`config.mk`:
```
export PLATFORM = sky130hd
export DESIGN_NAME = xmem_page_mapper
export DESIGN_NICKNAME = d
export VERILOG_FILES = /design/src/rtl/xmem_pkg.sv /design/src/rtl/xmem_page_bank.sv /design/src/rtl/xmem_window.sv /design/src/rtl/xmem_page_mapper.sv
export SDC_FILE = /design/constraint.sdc
export NUM_CORES = 1
export LEC_CHECK = 0
export BUFFER_PORTS_ARGS = -buffer_cell sky130_fd_sc_hd__buf_2
export CORE_UTILIZATION = 47
export CTS_BUF_LIST = sky130_fd_sc_hd__clkbuf_4 sky130_fd_sc_hd__clkbuf_8 sky130_fd_sc_hd__clkbuf_16
export DETAILED_ROUTE_END_ITERATION = 10
export PLACE_DENSITY_LB_ADDON = 0.2
export SETUP_SLACK_MARGIN = 0.5
export SLEW_MARGIN = 10
export SYNTH_ARGS = -nofsm -noshare
export SYNTH_HDL_FRONTEND = slang
export SYNTH_SLANG_ARGS = --single-unit
```
`constraint.sdc`:
```
create_clock -name clk -period 3.1 [get_ports clk]
set_input_delay 0.155 -clock clk [delete_from_list [all_inputs] [get_ports clk]]
set_output_delay 0.155 -clock clk [all_outputs]
set_load 0.02 [all_outputs]
```
`src/rtl/xmem_pkg.sv`:
```
package xmem_pkg;
    localparam int NUM_PAGES        = 4;
    localparam int PAGE_IDX_W       = $clog2(NUM_PAGES);
    localparam int PAGE_OFF_W       = 14;
    localparam int PAGE_LO_W        = 7;
    localparam int PAGE_EXT_W       = 2;
    localparam int PNUM_W           = PAGE_LO_W + PAGE_EXT_W;
    localparam int EXT_REG_W        = NUM_PAGES * PAGE_EXT_W;
    localparam int CPU_AW           = 20;
    localparam int PHYS_AW          = PNUM_W + PAGE_OFF_W;
    localparam int IO_AW            = 16;
    localparam int IO_DW            = 8;
    localparam int FRAME_SEL_W      = 2;
    localparam int IO_SEL_W         = 3;
    localparam int SIZE_W           = 2;
    localparam int COUNT_W          = PNUM_W + 1;
    localparam int WIN_OFF_W        = PAGE_OFF_W + PAGE_IDX_W;
    localparam logic [CPU_AW-1:0] FRAME_BASE = 20'hC0000;
    localparam logic [IO_AW-3:0]  IO_BASE    = 14'h208;
    localparam int IO_STEP_SH       = 4;
    localparam int FIRST_PAGE       = 'h40;
    localparam int BASE_PAGES       = 32;

    typedef enum logic {
        ST_IDLE  = 1'b0,
        ST_DRIVE = 1'b1
    } xl_state_e;

    typedef struct packed {
        logic                 en;
        logic [PAGE_LO_W-1:0] num;
    } page_reg_t;
endpackage

```
`src/rtl/xmem_page_bank.sv`:
```
module xmem_page_bank
    import xmem_pkg::*;
(
    input  logic                  clk,
    input  logic                  rst_n,
    input  logic [IO_SEL_W-1:0]   cfg_io_sel,
    input  logic                  io_wr,
    input  logic                  io_rd,
    input  logic [IO_AW-1:0]      io_addr,
    input  logic [IO_DW-1:0]      io_wdata,
    output logic [IO_DW-1:0]      io_rdata,
    output logic                  io_rvalid,
    output page_reg_t [NUM_PAGES-1:0] page_regs
);
    logic [IO_AW-3:0]     io_base;
    logic                 lo_match;
    logic [NUM_PAGES-1:0] sel;
    page_reg_t            rd_mux;

    // Decode the slot-independent low part; both even and odd offsets match.
    assign io_base  = IO_BASE + (14'(cfg_io_sel) << IO_STEP_SH);
    assign lo_match = ({io_addr[IO_AW-3:1], 1'b0} == io_base);

    for (genvar g = 0; g < NUM_PAGES; g++) begin : g_page
        assign sel[g] = lo_match &&
                        (io_addr[IO_AW-1 -: PAGE_IDX_W] == PAGE_IDX_W'(g));

        always_ff @(posedge clk) begin
            if (!rst_n) begin
                page_regs[g] <= '0;
            end else if (io_wr && sel[g]) begin
                page_regs[g] <= page_reg_t'(io_wdata);
            end
        end
    end

    always_comb begin
        rd_mux = '0;
        for (int i = 0; i < NUM_PAGES; i++) begin
            if (sel[i]) begin
                rd_mux = rd_mux | page_regs[i];
            end
        end
    end

    always_ff @(posedge clk) begin
        if (!rst_n) begin
            io_rvalid <= 1'b0;
            io_rdata  <= '0;
        end else begin
            io_rvalid <= io_rd && (|sel);
            io_rdata  <= (io_rd && (|sel)) ? IO_DW'(rd_mux) : '0;
        end
    end
endmodule

```
`src/rtl/xmem_window.sv`:
```
module xmem_window
    import xmem_pkg::*;
(
    input  logic                   cfg_ems_en,
    input  logic [FRAME_SEL_W-1:0] cfg_frame_sel,
    input  logic [EXT_REG_W-1:0]   cfg_ext,
    input  logic [SIZE_W-1:0]      cfg_size_code,
    input  page_reg_t [NUM_PAGES-1:0] page_regs,
    input  logic [CPU_AW-1:0]      cpu_addr,
    output logic                   hit,
    output logic [PHYS_AW-1:0]     phys
);
    logic [CPU_AW-1:0]     frame;
    logic [CPU_AW-1:0]     diff;
    logic                  in_win;
    logic [PAGE_IDX_W-1:0] idx;
    logic [PAGE_EXT_W-1:0] ext_arr [NUM_PAGES];
    logic [PNUM_W-1:0]     pnum;
    logic [COUNT_W-1:0]    count;
    logic [COUNT_W-1:0]    upper;
    logic                  in_range;

    // Slot 0 owns the top bits of the extension byte.
    for (genvar g = 0; g < NUM_PAGES; g++) begin : g_ext
        assign ext_arr[g] = cfg_ext[EXT_REG_W-1-PAGE_EXT_W*g -: PAGE_EXT_W];
    end

    assign frame    = FRAME_BASE + (CPU_AW'(cfg_frame_sel) << PAGE_OFF_W);
    assign diff     = cpu_addr - frame;
    assign in_win   = (cpu_addr >= frame) && (diff[CPU_AW-1:WIN_OFF_W] == '0);
    assign idx      = diff[WIN_OFF_W-1:PAGE_OFF_W];
    assign pnum     = {ext_arr[idx], page_regs[idx].num};
    assign count    = COUNT_W'(BASE_PAGES) << cfg_size_code;
    assign upper    = COUNT_W'(FIRST_PAGE) + count;
    assign in_range = ({1'b0, pnum} >= COUNT_W'(FIRST_PAGE)) && ({1'b0, pnum} < upper);
    assign hit      = cfg_ems_en && in_win && page_regs[idx].en && in_range;
    assign phys     = hit ? {pnum, cpu_addr[PAGE_OFF_W-1:0]} : PHYS_AW'(cpu_addr);
endmodule

```
`src/rtl/xmem_page_mapper.sv`:
```
module xmem_page_mapper
    import xmem_pkg::*;
(
    input  logic                   clk,
    input  logic                   rst_n,
    input  logic                   cfg_ems_en,
    input  logic [FRAME_SEL_W-1:0] cfg_frame_sel,
    input  logic [IO_SEL_W-1:0]    cfg_io_sel,
    input  logic [EXT_REG_W-1:0]   cfg_ext,
    input  logic [SIZE_W-1:0]      cfg_size_code,
    input  logic                   io_wr,
    input  logic                   io_rd,
    input  logic [IO_AW-1:0]       io_addr,
    input  logic [IO_DW-1:0]       io_wdata,
    output logic [IO_DW-1:0]       io_rdata,
    output logic                   io_rvalid,
    input  logic                   cpu_strobe,
    input  logic [CPU_AW-1:0]      cpu_addr,
    output logic                   xl_valid,
    output logic                   xl_hit,
    output logic [PHYS_AW-1:0]     xl_addr
);
    page_reg_t [NUM_PAGES-1:0] page_regs;
    logic                      win_hit;
    logic [PHYS_AW-1:0]        win_phys;
    xl_state_e                 state_q;
    xl_state_e                 state_d;

    xmem_page_bank u_bank (
        .clk        (clk),
        .rst_n      (rst_n),
        .cfg_io_sel (cfg_io_sel),
        .io_wr      (io_wr),
        .io_rd      (io_rd),
        .io_addr    (io_addr),
        .io_wdata   (io_wdata),
        .io_rdata   (io_rdata),
        .io_rvalid  (io_rvalid),
        .page_regs  (page_regs)
    );

    xmem_window u_window (
        .cfg_ems_en    (cfg_ems_en),
        .cfg_frame_sel (cfg_frame_sel),
        .cfg_ext       (cfg_ext),
        .cfg_size_code (cfg_size_code),
        .page_regs     (page_regs),
        .cpu_addr      (cpu_addr),
        .hit           (win_hit),
        .phys          (win_phys)
    );

    always_comb begin
        state_d = state_q;
        unique case (state_q)
            ST_IDLE:  state_d = cpu_strobe ? ST_DRIVE : ST_IDLE;   // T_ACCEPT / T_WAIT
            ST_DRIVE: state_d = cpu_strobe ? ST_DRIVE : ST_IDLE;   // T_STREAM / T_RELEASE
            default:  state_d = ST_IDLE;
        endcase
    end

    always_ff @(posedge clk) begin
        if (!rst_n) begin
            state_q <= ST_IDLE;
        end else begin
            state_q <= state_d;
        end
    end

    always_ff @(posedge clk) begin
        if (!rst_n) begin
            xl_hit  <= 1'b0;
            xl_addr <= '0;
        end else if (cpu_strobe) begin
            xl_hit  <= win_hit;
            xl_addr <= win_phys;
        end else begin
            xl_hit  <= 1'b0;
        end
    end

    assign xl_valid = (state_q == ST_DRIVE);
endmodule

```
* Word level (Yosys, flattened, before mapping)
Index checks and enable logic that the tools add are counted.
** Operators by class
- Bitwise operators :: 4
- Equal/unequal tests :: 4
- Shifts and indexed selects :: 1
- Muxes and demuxes :: 11
- Add/sub/neg operators :: 4
- Reduce and logical (&&, ||, !) cells :: 19
- Magnitude comparators :: 5
** Operator list (count)
- 2-to-1 mux 8 bit :: 5
- OR 8 bit :: 3
- 2-to-1 mux 23 bit :: 1
- adder 19 x 17 -> 20 bit (first input constant) :: 1
- greater-or-equal comparator 20 bit :: 1
- subtractor 20 bit :: 1
- binary-select mux 8 bit (select 2 bit) :: 1
- equality test 14 bit :: 1
- logical AND 1 bit :: 14
- adder 10 x 7 -> 11 bit (first input constant) :: 1
- adder 7 x 10 -> 10 bit (first input constant) :: 1
- less-than comparator 9 x 10 -> 1 bit :: 1
- << shifter 6 x 2 -> 10 bit (first input constant) :: 1
- greater-or-equal comparator 9 x 7 -> 1 bit (second input constant) :: 1
- binary-select mux 2 bit (select 2 bit) :: 1
- equality test 2 bit (second input constant) :: 2
- logical NOT 4 bit :: 1
- 2-to-1 mux 2 bit :: 2
- AND reduction 2 bit :: 2
- OR reduction 4 bit :: 1
- greater-or-equal comparator 3 bit (second input constant) :: 1
- less-than comparator 2 x 3 -> 1 bit (second input constant) :: 1
- inverter 2 -> 3 bit :: 1
- equality test 2 x 1 -> 1 bit (second input constant) :: 1
- 2 further kinds :: 2
** Storage, ports and cells
- Bits in registers :: 66
- Output and inout bits :: 34
- Logic and storage cells :: 61
- Bits of input ports :: 65

* Depth between registers and ports, before layout
Gate-level depths: netlist of run 1.
- Word-level depth :: 10
- Gate-level depth with buffers :: 12
- Gate-level depth less buffers :: 11

* Cells and area by module
Synthesis of run 1 repeated with hierarchy kept, for this count alone.
** Second synthesis, totals
- Cells, all modules :: 310
- Area, all modules :: 3454.6 sq um
** By module, submodules not included
- xmem_page_bank :: area an instance 1754.2 sq um, instances 1, cells each 162, seq. area each 820.8 sq um
- xmem_page_mapper :: area an instance 945.9 sq um, instances 1, cells each 78, seq. area each 500.5 sq um
- xmem_window :: area an instance 754.5 sq um, instances 1, cells each 70, seq. area each 0.0 sq um

* Worst setup path before layout of run 1
OpenSTA, ideal clock, no wires.
- Kind :: in2reg
- Start :: in cpu_addr[14]
- End :: reg xl_addr[18]
- Cell stages on the path :: 12
- Required time :: 2.983 ns
- Setup time :: 0.117 ns
- Path buffers :: 1
- Slack :: -0.261 ns
- Data arrival time :: 3.243 ns
- Cell sequence :: inv_1 ha_1 inv_1 fa_1 buf_6 mux4_2 ha_1 o21a_1 o21a_1 o31a_1 or4_1 a32o_1
** Between the ends
- Cells in the longest elaborated chain, start to end :: 9
- Elaborated cells between the ends (all ways) :: 17
- Those cells by class :: 1 x add/sub; 3 x order compare; 6 x mux; 1 x bitwise; 6 x reduce/logical
** RTL lines
- from (decl) :: RTL line xmem_page_mapper.sv:18 : input logic [CPU_AW-1:0] cpu_addr,
- subtractor 20 bit :: RTL line xmem_window.sv:29 : assign diff = cpu_addr - frame;
- inverter 2 -> 3 bit (implied by the code) :: RTL line xmem_window.sv:32 : assign pnum = {ext_arr[idx], page_regs[idx].num};
- binary-select mux 2 bit (select 2 bit) :: RTL line xmem_window.sv:32
- 2-to-1 mux 2 bit (implied by the code) (2 in series) :: RTL line xmem_window.sv:32
- less-than comparator 9 x 10 -> 1 bit or greater-or-equal comparator 9 x 7 -> 1 bit (tied branches) :: RTL line xmem_window.sv:35 : assign in_range = ({1'b0, pnum} >= COUNT_W'(FIRST_PAGE)) && ({1'b0, pnum} < upper);
- logical AND 1 bit :: RTL line xmem_window.sv:35
- logical AND 1 bit :: RTL line xmem_window.sv:36 : assign hit = cfg_ems_en && in_win && page_regs[idx].en && in_range;
- 2-to-1 mux 23 bit (*) :: RTL line xmem_window.sv:37 : assign phys = hit ? {pnum, cpu_addr[PAGE_OFF_W-1:0]} : PHYS_AW'(cpu_addr);
- to (signal assigned) :: RTL line xmem_page_mapper.sv:76 : xl_addr <= win_phys;
- to (decl) :: RTL line xmem_page_mapper.sv:21 : output logic [PHYS_AW-1:0] xl_addr
Every way passes the cells marked *; elsewhere a longest branch is shown, timed or not. The select of a mux whose other input is x is not followed.
A chain may end at the register's enable or synchronous reset.

* Worst setup path after layout of run 1
Same ends and word-level chain as after synthesis.

==> metrics.cfg, run 1 <==
[synthesis]
synth_compound_area_frac=0.1635
synthArstFlopShare=0
synth_flop_cell=dfxtp_1
ys_seq_area_frac=0.3924
synth_area_um2=3367
synth_edf_count=0
synth_fa_ha_area_frac=0.04311
synth_top_cells_by_area=dfxtp_1, nand3_1, mux4_2
syn_inst=341
synth-seq-cells=66
synth_top_family_by_area=simple AND/OR/NAND/NOR gates
synthMuxAreaShare=0.1119
synth_simple_gate_area_frac=0.2285
ys_warn_count=0
synth_nets=417
synth_area_leader_cell=dfxtp_1
synth_top_area_share=0.3924
synth_area_per_cell_um2=9.874
synth.distinct_cells=43
synthXorXnorAreaFrac=0.01041

[placement]
dpl-instance-area_um2=3995
gp_congestion=0.9456
dp_hpwl_mm=5.878
post-place-ws_ns=-0.2839
numPortBuffers=97

[timing]
fin_crit_ns=2.893
worst-slew-pin-transition_ns=0.6983
finalCritPeriodShare=0.9331
drv_slew=0
slew_headroom=0.5345
fmax_mhz=345.7
final-hold-violation-count=0
rsz0062_at_grt=yes
skew_ns=0.006472
setup_viol=0
hold-worst-slack_ns=0.06557
worst_slack_ns=0.2075

[worst_setup_path]
worstSetupPathType=in2reg
cp_max_fo=3
crit_family=adder cells
crit_start=cpu_addr[14]
worstSetupEndpointType=flop
timing.rr.start=u_bank.page_regs[21]
r2r_slack_ns=0.63
crit_slowest_cell=fa_2
crit_arrival_ns=3.13
critPathBufInv=3
startpoint_type=input pin
cp.required_ns=3.34
crit_chain=buf_8 -> inv_12 -> ha_4 -> inv_2 -> fa_2 -> mux4_2 -> ha_4 -> o21a_1 -> o21a_1 -> o31a_1 -> or4_1 -> a32o_1
crit_path_max_incr_delay_ns=0.58

[cts]
hold_buffers=0
numCtsBuffers=9
clk_pin_slew_ns=0.08
cts_tree=built
cts_root_buf=clkbuf_8
insertion_delay_ns=0.34
cts.path.max_buffers=2
clkSinkCount=66
htree_levels=3

[routing]
num_vias=3002
dr.pass1.iters=4
drt_iter0_markers=249
drc_errors=0
wl_per_cell_um=15.35
drt-total-wl_mm=8.441
vias_per_cell=5.458
ant_nets=0

[finish]
num-nets-final=525
area_growth_pct=28.50
n_antenna_cell=0
final_area_um2=4327
layout.area.seq_um2=1321
drive_gt1_frac=0.3546
multi_input_area_um2=1977
fillers=591

[power]
power.leakage_nw=1.765
peakVddDrop_mv=0.3481
power_density_nw_per_um2=448.6
total_power_mw=1.941

[global_route]
grt_pass1_wl_mm=13.50
grt_usage=0.2346
antenna_found_initial=0
grt_pass1_vias=2824
grt_remaining_overflow=0
grt_max_degree=38

[floorplanning]
start_util=0.4902
die_h_um=86.64
die_w_um=86.64
die_area_um2=7506
core_um2=6869
floorplan.rows=30
io-pin-count=99

[outcome]
status=finished, final reports clean

[worst_hold_path]
worstHoldStart=cpu_addr[8]
hold_class=in2reg

[run]
cap_violations=0

==> placed cells by master (no fill, tap or decap), types with 9 or more instances in the layout <==
master    instances
a22oi_1          16
inv_1             9
mux2i_1          14
dfxtp_1          66
a21boi_1         23
nor2b_1          17
buf_4            19
nand3_1          34
nand4_1          10
a21boi_0         12
clkbuf_8          9
nand2_1          36
buf_2            96
a21oi_1           9
==> layer usage <==
layer / vias to the layer above / routed length (um) / track usage
met5: - / 0 / 0
met3: 10 / 521 / 0.05143
li1: 1465 / - / -
met1: 1413 / 3632 / 0.3141
met2: 114 / 4177 / 0.3766
met4: 0 / 110 / 0.07727
==> sequential cells by signal (all words and copies together) (netlist names) <==
| signal | count |
|---|---|
| xl_valid | 1 |
| xl_addr | 23 |
| u_bank.page_regs | 32 |
| u_bank.io_rdata | 8 |
| xl_hit | 1 |
| u_bank.io_rvalid | 1 |
==> worst paths after layout <==
path | end | cells after the start
worst max-delay path | xl_addr[18] | 12
worst min register to register | u_bank.page_regs[4] | 2
worst max register to register | xl_addr[18] | 7
worst min-delay path | xl_addr[8] | 3
==> synth_stat cells (7+ instances only) <==
library cell  instances
mux4_2                7
ha_1                 10
nand4_1              10
dfxtp_1              66
nand3_1              34
a21boi_0             15
nor2b_1              17
clkbuf_1              8
nand2_1              36
a21boi_1             20
a21oi_1               9
a22oi_1              16
mux2i_1              14
inv_1                11
==> power by group <==
group          switching, mW  internal [mW]
registers            0.00784          0.864
clock network          0.352          0.376
logic                  0.184          0.157
==> timing repair <==
action / in CTS / in global routing
pin swaps: 10 / 11
gates resized for setup: 9 / 11
setup endpoints to repair: 9 / 9
setup buffers: 3 / 2
cloned: 0 / 0
==> cells by family (layout without fill, tap and decap cells) <==
group / count (synthesis) / count (layout)
and+or+nand+nor: 127 / 127
AOI/OAI and AO/OA: 78 / 78
DFF: 66 / 66
buffers and inverters: 31 / 144
muxes: 24 / 24
adders and majority gates: 11 / 11
xor gates and xnor gates: 4 / 4
==> layout make-up <==
| type | count | area share |
|---|---|---|
| clock buffer | 9 | 0.02863 |
| timing repair buffer | 117 | 0.1510 |
| clock inverter | 7 | 0.01793 |
| inverter | 11 | 0.01243 |
| sequential | 66 | 0.3054 |
| multi-input combinational | 244 | 0.4569 |
| tap | 96 | 0.02776 |
==> through the flow <==
stage / setup TNS [ns] / std cells / util
final: 0 / 550 / 0.6299
after global routing: 0 / 550 / 0.6299
after CTS: 0 / 548 / 0.6197
after detailed placement: -1.227 / 529 / 0.5816
after global placement: -0.8731 / 529 / 0.5816
after floorplan: -0.04835 / 341 / -
==> worst reg2reg max path: stages (launching register included) <==
cell and delay [ns]:
dfxtp_1 0.33, mux4_2 0.52, ha_4 0.23, o21a_1 0.16, o21a_1 0.19, o31a_1 0.27
or4_1 0.43, a32o_1 0.24
(Power assumes the default switching activity.)
==> run 2, diff against run 1 <==
--- a/config.mk
+++ b/config.mk
@@ -6,7 +6,7 @@
 export NUM_CORES = 1
 export LEC_CHECK = 0
 export BUFFER_PORTS_ARGS = -buffer_cell sky130_fd_sc_hd__buf_2
-export CORE_UTILIZATION = 47
+export CORE_UTILIZATION = 45
 export CTS_BUF_LIST = sky130_fd_sc_hd__clkbuf_4 sky130_fd_sc_hd__clkbuf_8 sky130_fd_sc_hd__clkbuf_16
 export DETAILED_ROUTE_END_ITERATION = 10
 export PLACE_DENSITY_LB_ADDON = 0.2
==> run 2 against run 1 <==
Combinational power barely moved. Die area is 4.3% higher. Sequential power about the same. Via count increased by 1.7%. Routed wire length grew 2.6%. Clock power is 23% higher. Design area grew 1.3%. Critical path type unchanged. Final cell count is 0.73% higher. Count of clock-buffer cells in the layout stayed put. Sequential share of layout area decreased by 0.38 points. Register-to-register slack better by 0.03 ns.
==> metrics.cfg, run 2 (synthesized netlist as in run 1, its figures left out) <==
[placement]
gp_congestion=0.9309
numPortBuffers=97
dp_hpwl_mm=5.929
post-place-ws_ns=-0.2854
placed_cells=533
dpl-instance-area_um2=4006

[power]
total_power_mw=2.112
peakVddDrop_mv=0.2801
power_density_nw_per_um2=482.1
power.leakage_nw=1.798

[worst_setup_path]
cp_max_fo=4
startpoint_type=input pin
crit_path_max_incr_delay_ns=0.59
crit_chain=buf_8 -> inv_12 -> ha_4 -> inv_2 -> fa_2 -> mux4_2 -> ha_4 -> o21a_1 -> o21a_1 -> o31a_1 -> or4_1 -> a32o_1
timing.rr.start=u_bank.page_regs[21]
critPathBufInv=3
crit_slowest_cell=fa_2
worstSetupEndpointType=flop
crit_family=adder cells
crit_start=cpu_addr[14]
crit_arrival_ns=3.12
cp.required_ns=3.34
worstSetupPathType=in2reg

[finish]
drive_gt1_frac=0.3560
n_antenna_cell=0
num-nets-final=526
fillers=661
final_area_um2=4382
final_cell_mix=buf_2, dfxtp_1, nand2_1, nand3_1, a21boi_1
final_common_cell=buf_2
largest_register=u_bank.page_regs
area_growth_pct=30.14
layout.cells.non_filler=554
largest_reg_flops=32
top_regs=u_bank.page_regs (32), xl_addr (23), u_bank.io_rdata (8)

[timing]
skew_ns=0.006630
fin_crit_ns=2.875
finalCritPeriodShare=0.9275
drv_slew=0
slew_headroom=0.5321
fin_tns_setup_ns=0
final-hold-violation-count=0
rsz0062_at_grt=yes
worst_slack_ns=0.2248
worst-slew-pin-transition_ns=0.7018
fmax_mhz=347.8
setup_viol=0

[routing]
wl_per_cell_um=15.63
vias_per_cell=5.509
drt-total-wl_mm=8.661
num_vias=3052
drc_errors=0
dr.pass1.iters=5
drt_iter0_markers=235
ant_nets=0

[cts]
clkSinkCount=66
cts_tree=built
hold_buffers=0
htree_levels=3
cts_root_buf=clkbuf_8
insertion_delay_ns=0.34
clk_pin_slew_ns=0.08
numCtsBuffers=9
cts.path.max_buffers=2

[floorplanning]
die_area_um2=7832
start_util=0.4642
die_h_um=88.50
floorplan.rows=31
die_w_um=88.50
io-pin-count=99
core_um2=7253

[run]
cap_violations=0

[global_route]
grt_max_degree=35
grt_remaining_overflow=0
grt_pass1_wl_mm=13.31
grt_pass1_vias=2779
grt_usage=0.2268
antenna_found_initial=0

[worst_hold_path]
hold_class=in2reg
worstHoldStart=cpu_addr[1]

[outcome]
status=finished, final reports clean

## run 2: changes by cell type in the layout (fill, tap and decap cells not counted), sizes merged
cell      before  now
buf          117  118
bufinv         1    3
clkinv         4    2
clkinvlp       1    0
inv           12   13
## run 2: final timing paths
check	slack (ns)	depth (start not counted)	to
setup / recovery	0.22	12	xl_addr[18]
hold / removal	0.06	3	xl_addr[1]
setup reg to reg	0.66	7	xl_addr[18]
hold reg to reg	0.47	2	u_bank.page_regs[31]
## run 2: where the power goes
group	internal, mW	switching [mW]	total [mW]
Clock	0.542	0.354	0.896
Sequential	0.864	0.00795	0.872
Combinational	0.156	0.188	0.344
Total	1.56	0.550	2.11
## run 2: layout make-up
type                       count  area (um2)  share of cell area
tap                           99       123.9             0.02827
timing repair buffer         118       664.4              0.1516
multi-input combinational    244        1969              0.4495
inverter                      11       53.80             0.01228
sequential                    66        1321              0.3015
clock buffer                   9       123.9             0.02827
clock inverter                 7       125.1             0.02856
## run 2: what timing repair did
item | CTS | global route
pin swaps | 19 | 5
gates cloned | 0 | 0
resized for setup | 17 | 4
buffers inserted | 3 | 2
setup endpoints to repair | 10 | 10
## run 2: metal layers
metal / routed length (um) / part of all wire / vias to the layer above / track usage
li1: - / - / 1468 / -
met1: 3737 / 0.43 / 1440 / 0.2946
met2: 4226 / 0.49 / 126 / 0.3811
met3: 525 / 0.061 / 18 / 0.04571
met4: 172 / 0.020 / 0 / 0.06891
met5: 0 / 0 / - / 0
## run 2: worst min-delay path, stage by stage
cell and delay (ns):
buf_2 0.07, mux2i_1 0.05, nor2b_1 0.09
## run 2: stage by stage
stage	utilization	hold slack (ns)
after floorplan	-	0.3056
after global placement	0.5524	0.4146
after detailed placement	0.5524	0.4195
after CTS	0.5986	0.05084
after global routing	0.6041	0.05289
final	0.6041	0.06141
==> run 3, diff against run 2 <==
--- a/config.mk
+++ b/config.mk
@@ -6,7 +6,7 @@
 export NUM_CORES = 1
 export LEC_CHECK = 0
 export BUFFER_PORTS_ARGS = -buffer_cell sky130_fd_sc_hd__buf_2
-export CORE_UTILIZATION = 45
+export CORE_UTILIZATION = 49
 export CTS_BUF_LIST = sky130_fd_sc_hd__clkbuf_4 sky130_fd_sc_hd__clkbuf_8 sky130_fd_sc_hd__clkbuf_16
 export DETAILED_ROUTE_END_ITERATION = 10
 export PLACE_DENSITY_LB_ADDON = 0.2
==> constraint.sdc (replaced) <==
create_clock -name clk -period 3.69 [get_ports clk]
set_input_delay 0.1845 -clock clk [delete_from_list [all_inputs] [get_ports clk]]
set_output_delay 0.1845 -clock clk [all_outputs]
set_load 0.02 [all_outputs]
==> run 3 against run 2 <==
The run now ends with design-rule violations left. Utilization increased by 2.4 points. Critical path depth unchanged. Design area shrank 6.9%. Routed wire length fell by 7.4%. Final cell count shrank 7.0%. Combinational power is 31% lower. Largest cell class unchanged. Highest routed layer unchanged.
==> metrics.cfg, run 3 (synthesized netlist as in run 1, its figures left out) <==
[worst_setup_path]
r2r-end=xl_addr[18]
worstSetupPathType=in2reg
worstSetupEndpointType=flop
timing.rr.start=u_bank.page_regs[21]
crit_path_max_incr_delay_ns=0.62
startpoint_type=input pin
crit_start=cpu_addr[14]
crit_family=adder cells
critPathBufInv=3
rr_worst_depth=7
crit_arrival_ns=3.30
crit_slowest_cell=fa_2
crit_chain=buf_2 -> inv_6 -> ha_4 -> inv_2 -> fa_2 -> mux4_2 -> ha_4 -> o21a_1 -> o21a_1 -> o31a_1 -> or4_1 -> a32o_1
cp.required_ns=3.93
r2r_slack_ns=1.16
cp_max_fo=6

[global_route]
antenna_found_initial=0
grt_max_degree=57
grt_usage=0.2388
grt_pass1_vias=2798
grt_remaining_overflow=0
grt_pass1_wl_mm=13.42

[timing]
slew_headroom=0.3568
rsz0062_at_grt=no
skew_ns=0.01051
fin_tns_setup_ns=0
setup_viol=0
final-hold-violation-count=0
worst-slew-pin-transition_ns=0.9575
finalCritPeriodShare=0.8278
fmax_mhz=327.4
drv_slew=0
fin_crit_ns=3.055

[finish]
num-nets-final=509
largest_reg_flops=32
top_regs=u_bank.page_regs (32), xl_addr (23), u_bank.io_rdata (8)
final_common_cell=buf_2
largest_register=u_bank.page_regs
n_antenna_cell=0
final_cell_mix=buf_2, dfxtp_1, nand2_1, nand3_1, a21boi_1
layout.cells.non_filler=515
area_growth_pct=21.11
drive_gt1_frac=0.3151

[floorplanning]
die_h_um=84.90
io-pin-count=99
core_um2=6495
die_area_um2=7207
floorplan.rows=29
die_w_um=84.90
start_util=0.5184

[outcome]
status=finished with violations
failed_checks=design-rule violations

[run]
cap_violations=0

[cts]
hold_buffers=0
htree_levels=3
insertion_delay_ns=0.34
cts_root_buf=clkbuf_8
numCtsBuffers=9
cts.path.max_buffers=2
clk_pin_slew_ns=0.08
clkSinkCount=66
cts_tree=built

[placement]
dp_hpwl_mm=5.494
gp_congestion=0.8357
numPortBuffers=97
placed_cells=498

[routing]
drt-total-wl_mm=8.022
drt_iter0_markers=243
ant_nets=0
drc_errors=6
wl_per_cell_um=15.58
num_vias=2939
vias_per_cell=5.707
dr.pass1.iters=10

[worst_hold_path]
hold_depth=3
holdPathEnd=xl_addr[13]
hold_class=in2reg
worstHoldStart=cpu_addr[13]

[power]
power_switching_mw=0.4272
pwr-share-seq=0.467
power.internal_mw=1.139
peakVddDrop_mv=0.3329
clockPowerShare=0.382
power.leakage_nw=1.666
switching_share=0.2727
p_comb_frac=0.151
power_density_nw_per_um2=384.2

## run 3: cell count changes in the layout (fill, tap and decap cells not counted), sizes merged
cell	change
bufinv	-2
clkinv	+3
clkinvlp	+1
inv	-2
buf	-17
## run 3: power groups by stage
stage          sequential (mW)  clock (mW)  combinational, mW
6_report                 0.732       0.598              0.237
5_1_grt                  0.733       0.645              0.258
4_1_cts                  0.732       0.615              0.236
3_5_place_dp             0.748           0              0.235
3_3_place_gp             0.748           0              0.232
2_1_floorplan            0.766           0              0.130
## run 3: routing by layer
layer / vias to the layer above / global-route usage / part of all wire
met3: 12 / 0.05058 / 0.073
met5: - / 0 / 0
met4: 0 / 0.08937 / 0.017
met2: 112 / 0.4006 / 0.50
li1: 1433 / - / -
met1: 1382 / 0.3043 / 0.41
## run 3: worst max path at each step
stage                   to  depth (start not counted)
6_report       xl_addr[18]                         12
5_1_grt        xl_addr[18]                         12
4_1_cts        xl_addr[18]                         12
3_5_place_dp   xl_addr[18]                         12
3_3_place_gp   xl_addr[18]                         12
2_1_floorplan  xl_addr[18]                         12
## run 3: layout make-up
cell class                 instances  area, um2
clock buffer                       9      123.9
multi-input combinational        244       1904
fill                             578       2417
clock inverter                     7      70.07
inverter                          11      46.29
tap                               77      96.34
sequential                        66       1321
timing repair buffer             101      515.5
## run 3: metrics by stage
step | instance area [um2] | power [mW] | util | hold WS (ns) | setup WS, ns
3_5_place_dp | 3874 | 0.9834 | 0.5964 | 0.4506 | 0.1844
3_3_place_gp | 3874 | 0.9794 | 0.5964 | 0.4418 | 0.2421
2_1_floorplan | 3397 | 0.8966 | - | 0.3244 | 0.5046
6_report | 4078 | 1.567 | 0.6278 | 0.09136 | 0.6353
5_1_grt | 4078 | 1.635 | 0.6278 | 0.1000 | 0.5209
4_1_cts | 4068 | 1.583 | 0.6263 | 0.07761 | 0.5336
## run 3: tightest hold or removal path, cell delays in order
cell     delay (ns)
buf_2          0.07
mux2i_1        0.05
nor2b_1        0.09
## run 3: repair_timing
item	in CTS	in global routing
gates resized for setup	0	1
endpoints found under the setup margin	0	1
endpoints found under the hold margin	0	0
setup buffers	0	1
